File: config.mk
export PLATFORM = sky130hd
export DESIGN_NAME = mbus_cycle_ctrl
export DESIGN_NICKNAME = d
export VERILOG_FILES = /design/src/rtl/mbus_pkg.sv /design/src/rtl/mbus_phase_fsm.sv /design/src/rtl/mbus_req_hold.sv /design/src/rtl/mbus_bus_drive.sv /design/src/rtl/mbus_cycle_ctrl.sv
export SDC_FILE = /design/constraint.sdc
export NUM_CORES = 1
export LEC_CHECK = 0
export CORE_MARGIN = 10
export CORE_UTILIZATION = 48
export DETAILED_ROUTE_END_ITERATION = 10
export DONT_BUFFER_PORTS = 1
export GPL_ROUTABILITY_DRIVEN = 0
export GPL_TIMING_DRIVEN = 1
export PLACE_DENSITY = 0.7
export SLEW_MARGIN = 20
export SYNTH_ARGS = -nofsm -noshare
export SYNTH_HDL_FRONTEND = slang
export SYNTH_HIERARCHICAL = 1
export SYNTH_SLANG_ARGS = --single-unit
File: constraint.sdc
create_clock -name clk -period 2.5 [get_ports clk]
set_input_delay 0.375 -clock clk [delete_from_list [all_inputs] [get_ports clk]]
set_output_delay 0.375 -clock clk [all_outputs]
set_load 0.02 [all_outputs]
File: src/rtl/mbus_pkg.sv
package mbus_pkg;
  typedef enum logic [2:0] {
    PH_IDLE = 3'd0,
    PH_T1   = 3'd1,
    PH_T2   = 3'd2,
    PH_T3   = 3'd3,
    PH_T4   = 3'd4
  } phase_e;
endpackage

File: src/rtl/mbus_phase_fsm.sv
module mbus_phase_fsm
  import mbus_pkg::*;
(
  input  logic   clk,
  input  logic   rst_n,
  input  logic   req_valid,
  input  logic   rdy,
  output phase_e phase,
  output logic   accept,
  output logic   last_t3
);
  phase_e phase_nx;

  always_comb begin
    phase_nx = phase;
    accept   = 1'b0;
    last_t3  = 1'b0;
    case (phase)
      PH_IDLE: if (req_valid) begin
                 phase_nx = PH_T1;
                 accept   = 1'b1;
               end
      PH_T1:   phase_nx = PH_T2;
      PH_T2:   phase_nx = PH_T3;
      PH_T3:   if (rdy) begin
                 phase_nx = PH_T4;
                 last_t3  = 1'b1;
               end
      PH_T4:   phase_nx = PH_IDLE;
      default: phase_nx = PH_IDLE;
    endcase
  end

  always_ff @(posedge clk or negedge rst_n) begin
    if (!rst_n) phase <= PH_IDLE;
    else        phase <= phase_nx;
  end

  AST_T1_TO_T2:   assert property (@(posedge clk) disable iff (!rst_n)
                    phase == PH_T1 |=> phase == PH_T2);
  AST_T2_TO_T3:   assert property (@(posedge clk) disable iff (!rst_n)
                    phase == PH_T2 |=> phase == PH_T3);
  AST_T3_TO_T4:   assert property (@(posedge clk) disable iff (!rst_n)
                    (phase == PH_T3 && rdy) |=> phase == PH_T4);
  AST_WAIT_STAY:  assert property (@(posedge clk) disable iff (!rst_n)
                    (phase == PH_T3 && !rdy) |=> phase == PH_T3);
  AST_T4_TO_IDLE: assert property (@(posedge clk) disable iff (!rst_n)
                    phase == PH_T4 |=> phase == PH_IDLE);
endmodule

File: src/rtl/mbus_req_hold.sv
module mbus_req_hold #(
  parameter int AW = 20,
  parameter int DW = 16
) (
  input  logic          clk,
  input  logic          rst_n,
  input  logic          accept,
  input  logic          last_t3,
  input  logic          bus8_mode,
  input  logic [AW-1:0] req_addr,
  input  logic          req_write,
  input  logic          req_bhe_n,
  input  logic          req_mem,
  input  logic [DW-1:0] req_wdata,
  input  logic [DW-1:0] ad_in,
  output logic [AW-1:0] addr_q,
  output logic          write_q,
  output logic          bhe_n_q,
  output logic          mem_q,
  output logic [DW-1:0] wdata_q,
  output logic [DW-1:0] rd_data
);
  localparam int BW = DW / 2;

  logic          rd_cap_en;
  logic [DW-1:0] rd_nx;

  assign rd_cap_en = last_t3 & ~write_q;
  assign rd_nx     = bus8_mode ? {{(DW-BW){1'b0}}, ad_in[BW-1:0]} : ad_in;

  always_ff @(posedge clk or negedge rst_n) begin
    if (!rst_n) begin
      addr_q  <= '0;
      write_q <= 1'b0;
      bhe_n_q <= 1'b1;
      mem_q   <= 1'b0;
      wdata_q <= '0;
    end else if (accept) begin
      addr_q  <= req_addr;
      write_q <= req_write;
      bhe_n_q <= req_bhe_n;
      mem_q   <= req_mem;
      wdata_q <= req_wdata;
    end
  end

  always_ff @(posedge clk or negedge rst_n) begin
    if (!rst_n)         rd_data <= '0;
    else if (rd_cap_en) rd_data <= rd_nx;
  end

  AST_RD_HOLD: assert property (@(posedge clk) disable iff (!rst_n)
                 !rd_cap_en |=> $stable(rd_data));
endmodule

File: src/rtl/mbus_bus_drive.sv
module mbus_bus_drive
  import mbus_pkg::*;
#(
  parameter int AW = 20,
  parameter int DW = 16
) (
  input  logic          clk,
  input  logic          rst_n,
  input  phase_e        phase,
  input  logic          bus8_mode,
  input  logic [AW-1:0] addr_q,
  input  logic          write_q,
  input  logic          bhe_n_q,
  input  logic          mem_q,
  input  logic [DW-1:0] wdata_q,
  output logic [AW-1:0] a_out,
  output logic [DW-1:0] ad_out,
  output logic          ad_oe,
  output logic          ale,
  output logic          rd_n,
  output logic          wr_n,
  output logic          whb_n,
  output logic          wlb_n,
  output logic          wb_n,
  output logic          mio,
  output logic          req_ack
);
  localparam int BW = DW / 2;

  logic          strobe_ph;
  logic          data_ph;
  logic [BW-1:0] byte_sel;
  logic [DW-1:0] wr_lanes;

  assign strobe_ph = (phase == PH_T2) || (phase == PH_T3);
  assign data_ph   = strobe_ph || (phase == PH_T4);
  assign byte_sel  = addr_q[0] ? wdata_q[DW-1:DW-BW] : wdata_q[BW-1:0];

  generate
    if (DW > BW) begin : g_lanes
      assign wr_lanes = bus8_mode ? {{(DW-BW){1'b0}}, byte_sel} : wdata_q;
    end else begin : g_single
      assign wr_lanes = wdata_q;
    end
  endgenerate

  always_comb begin
    a_out   = addr_q;
    mio     = mem_q;
    ale     = (phase == PH_T1);
    req_ack = (phase == PH_T4);
    rd_n    = ~(strobe_ph & ~write_q);
    wr_n    = ~(strobe_ph & write_q);
    if (bus8_mode) begin
      whb_n = 1'b1;
      wlb_n = 1'b1;
      wb_n  = wr_n;
    end else begin
      whb_n = bhe_n_q | wr_n;
      wlb_n = addr_q[0] | wr_n;
      wb_n  = 1'b1;
    end
    if (phase == PH_T1) begin
      ad_oe  = 1'b1;
      ad_out = addr_q[DW-1:0];
    end else if (data_ph && write_q) begin
      ad_oe  = 1'b1;
      ad_out = wr_lanes;
    end else begin
      ad_oe  = 1'b0;
      ad_out = '0;
    end
  end

  AST_ADDR_HOLD:   assert property (@(posedge clk) disable iff (!rst_n)
                     data_ph |-> ($stable(a_out) && $stable(mio)));
  AST_ALE_ADDR:    assert property (@(posedge clk) disable iff (!rst_n)
                     ale |-> (ad_oe && rd_n && wr_n));
  AST_STROBE_EXCL: assert property (@(posedge clk) disable iff (!rst_n)
                     !(!rd_n && !wr_n));
  AST_WHB_GATED:   assert property (@(posedge clk) disable iff (!rst_n)
                     (!whb_n || !wlb_n) |-> (!wr_n && !bus8_mode));
  AST_WB_SINGLE:   assert property (@(posedge clk) disable iff (!rst_n)
                     !wb_n |-> (bus8_mode && whb_n && wlb_n && !wr_n));
  AST_ACK_PULSE:   assert property (@(posedge clk) disable iff (!rst_n)
                     req_ack |=> !req_ack);
  AST_IDLE_QUIET:  assert property (@(posedge clk) disable iff (!rst_n)
                     phase == PH_IDLE |-> (rd_n && wr_n && !ad_oe && !ale && !req_ack));
endmodule

File: src/rtl/mbus_cycle_ctrl.sv
module mbus_cycle_ctrl
  import mbus_pkg::*;
#(
  parameter int AW = 20,
  parameter int DW = 16
) (
  input  logic          clk,
  input  logic          rst_n,
  input  logic          bus8_mode,
  input  logic          req_valid,
  input  logic [AW-1:0] req_addr,
  input  logic          req_write,
  input  logic          req_bhe_n,
  input  logic          req_mem,
  input  logic [DW-1:0] req_wdata,
  output logic          req_ack,
  output logic [DW-1:0] rd_data,
  input  logic          rdy,
  output logic [AW-1:0] a_out,
  output logic [DW-1:0] ad_out,
  output logic          ad_oe,
  input  logic [DW-1:0] ad_in,
  output logic          ale,
  output logic          rd_n,
  output logic          wr_n,
  output logic          whb_n,
  output logic          wlb_n,
  output logic          wb_n,
  output logic          mio
);
  logic          rst_meta;
  logic          rst_sync_n;
  phase_e        phase;
  logic          accept;
  logic          last_t3;
  logic [AW-1:0] addr_q;
  logic          write_q;
  logic          bhe_n_q;
  logic          mem_q;
  logic [DW-1:0] wdata_q;

  always_ff @(posedge clk or negedge rst_n) begin
    if (!rst_n) begin
      rst_meta   <= 1'b0;
      rst_sync_n <= 1'b0;
    end else begin
      rst_meta   <= 1'b1;
      rst_sync_n <= rst_meta;
    end
  end

  mbus_phase_fsm u_fsm (
    .clk       (clk),
    .rst_n     (rst_sync_n),
    .req_valid (req_valid),
    .rdy       (rdy),
    .phase     (phase),
    .accept    (accept),
    .last_t3   (last_t3)
  );

  mbus_req_hold #(.AW(AW), .DW(DW)) u_hold (
    .clk       (clk),
    .rst_n     (rst_sync_n),
    .accept    (accept),
    .last_t3   (last_t3),
    .bus8_mode (bus8_mode),
    .req_addr  (req_addr),
    .req_write (req_write),
    .req_bhe_n (req_bhe_n),
    .req_mem   (req_mem),
    .req_wdata (req_wdata),
    .ad_in     (ad_in),
    .addr_q    (addr_q),
    .write_q   (write_q),
    .bhe_n_q   (bhe_n_q),
    .mem_q     (mem_q),
    .wdata_q   (wdata_q),
    .rd_data   (rd_data)
  );

  mbus_bus_drive #(.AW(AW), .DW(DW)) u_drive (
    .clk       (clk),
    .rst_n     (rst_sync_n),
    .phase     (phase),
    .bus8_mode (bus8_mode),
    .addr_q    (addr_q),
    .write_q   (write_q),
    .bhe_n_q   (bhe_n_q),
    .mem_q     (mem_q),
    .wdata_q   (wdata_q),
    .a_out     (a_out),
    .ad_out    (ad_out),
    .ad_oe     (ad_oe),
    .ale       (ale),
    .rd_n      (rd_n),
    .wr_n      (wr_n),
    .whb_n     (whb_n),
    .wlb_n     (wlb_n),
    .wb_n      (wb_n),
    .mio       (mio),
    .req_ack   (req_ack)
  );
endmodule

==> impl_metrics.tcl <==
set metrics [dict create \
    dp_slack_ps 495 \
    ant_nets 0 \
    grt_max_degree 37 \
    synth_top_cell_area_share 0.517 \
    avgViaCountPerCell 5.77 \
    drive_above_1_share 0.427 \
    worst_setup_path_start_kind "flop" \
    arrival_ps 1990 \
    status "complete, no violations" \
    synthCells 210 \
    tns_ps 0 \
    start_util 0.488 \
    postSynthAreaPerCell_sq_um 13.6 \
    first_pass_iters 4 \
    cts_max_level 3 \
    netlist_area_sq_um 2850 \
    finClkSkew_ps 5.42 \
    leakage_nw 1.31 \
    power_density_nw_per_um2 1530 \
    reg2reg_from "u_fsm/phase[1]" \
    antenna_found_initial 1 \
    grtUsageTotal 0.141 \
    finalSetupViolations 0 \
    crit_path_start "u_fsm/phase[2]" \
    grt_setup_unrepaired "no" \
    n_antenna_cell 0 \
    clockBufferDepth 2 \
    rows 28 \
    syn-num-nets 270 \
    rr_endpoint "u_hold/rd_data[13]" \
    die_h_um 97.1 \
    path_max_fanout 10 \
    clock-sinks 60 \
    vdd_ir_drop_max_v 0.000748 \
    finalHoldViolations 0 \
    synth-main-ff-cell "dfrtp_1" \
    synth_edf_count 0 \
    place_area_sq_um 2810 \
    ys_ff_latch 60 \
    clk_pin_slew_worst_paths_ps 70 \
    fin_crit_sh 0.945 \
    io_buffers 0 \
    routed_wl_mm 6.54 \
    ys_seq_area_frac 0.527 \
    ys_warn_count 6 \
    worst_ep_required_time_ps 2120 \
    syn2layout_area_growth_pct 5.96 \
    grt_pass1_wl_mm 10.6 \
    core_area_sq_um 5850 \
    die_area_sq_um 9430 \
    final_area_sq_um 3020 \
    numCtsBuffers 9 \
    max_freq_ghz 0.423 \
    die_w_um 97.1 \
    vias 1622 \
    holdCritPathClass "in -> reg" \
    slew_headroom 0.637 \
    worst_pin_slew_ps 543 \
    cp-endpoint "ad_out[0]" \
    clockRootBuffer "clkbuf_8" \
    grt_overflow 0 \
    io-pin-count 121 \
    final.min_clock_period_ps 2360 \
    r2r_slack_ps 510 \
    cts_resized 0 \
    final_common_cell "dfrtp_1" \
    post-synth-top-area-cell "dfrtp_1" \
    ff2ff_path_depth 5 \
    layout.nets 261 \
    cap_viol_max_count 0 \
    drt-initial-drc-count 51 \
    dp_hpwl_mm 4.86 \
    yosys-top-cells-area "dfrtp_1 52%, mux2_2 18%, buf_4 5.8%" \
    drc 0 \
    ys_async_sr_fraction 1.00 \
    clk-insertion-delay-late_ps 330 \
    first_global_vias 1769 \
    slew_violations 0 \
    avgRoutedWirePerCell_um 23.3 \
    cp-end-kind "output pin" \
    cts_tree "done" \
    fin_ws_ps 136 \
    path_class "reg -> out" \
    final_cell_mix "58 x dfrtp_1, 46 x mux2_2, 11 x clkbuf_8, 11 x nand2_1, 10 x mux2_4" \
    holdWs_ps 184 \
    synth_cell_type_count 29 \
]
==> timing repair <==
| action | 4_1_cts | 5_1_grt |
|---|---|---|
| endpoints found under the hold margin | 2 | 0 |
| hold buffers | 1 | 0 |
| setup buffers | 0 | 0 |
==> synthesized netlist by cell type (all sizes together) (2+ instances only) <==
| library cell | n |
|---|---|
| a22o | 8 |
| buf | 28 |
| dfrtp | 59 |
| inv | 2 |
| mux2 | 56 |
| mux2i | 7 |
| nand2 | 11 |
| nand2b | 2 |
| nand3 | 3 |
| nor2 | 2 |
| nor2b | 9 |
| nor3b | 2 |
| o211a | 2 |
| o21ai | 9 |
| or3 | 2 |
==> report_power, final <==
part           internal (mW)  switching, mW  leakage, nW  total [mW]
combinational          0.733          0.791        0.490        1.52
clock                  0.511          0.370        0.102       0.882
sequential              1.44          0.784        0.720        2.22
total                   2.68           1.94         1.31        4.63
==> critical path: stages, from the launching register on <==
cell and delay, ps:
dfrtp_1 570, nor3b_4 360, o21ai_2 210, o211ai_1 520
==> area by class of cell <==
type | count | area (sq um)
Fill cell | 522 | 2830
Sequential cell | 60 | 1500
Multi-Input combinational cell | 120 | 1140
Clock buffer | 12 | 155
Tap cell | 75 | 93.8
Timing Repair Buffer | 8 | 75.1
Clock inverter | 4 | 47.5
Inverter | 2 | 7.51
==> stage by stage <==
step                      power, mW  cells  utilization
final                          4.63    281        0.517
after floorplan                3.65    210            -
after global routing           4.92    281        0.517
after detailed placement       3.80    264        0.481
after global placement         3.76    264        0.481
after CTS                      4.70    281        0.517
==> state kept, by name, summed over array words and instances (netlist names) <==
name	flops
u_hold/bhe_n_q	1
rst_sync_n	1
u_hold/write_q	1
u_hold/addr_q	20
u_hold/mem_q	1
u_fsm/phase	3
u_hold/rd_data	16
rst_meta	1
u_hold/wdata_q	16
==> how the worst min path moves through the flow <==
stage,endpoint,cells past startpoint,slack (ps),startpoint
final,u_hold/addr_q[8],1,180,req_addr[8]
after global placement,rst_meta,0,80,rst_n
after floorplan,rst_meta,0,80,rst_n
after CTS,u_hold/addr_q[18],1,170,req_addr[18]
after detailed placement,rst_meta,0,80,rst_n
after global routing,u_hold/rd_data[6],1,160,ad_in[6]
==> logic make-up after synthesis <==
family,share of synthesized area
other,0.00131
and+or+nand+nor,0.0745
AOI/OAI and AO/OA,0.0614
DFF,0.527
buffers and inverters,0.0776
muxes,0.259
==> per-layer routing <==
| layer | up-vias | track usage | part of all wire |
|---|---|---|---|
| met3 | 6 | 0.105 | 0.15 |
| met1 | 811 | 0.164 | 0.40 |
| met4 | 0 | 0.0443 | 0.0084 |
| li1 | 711 | - | - |
| met2 | 94 | 0.198 | 0.44 |
| met5 | - | 0 | 0 |
Power figures use the tool's default switching activity.
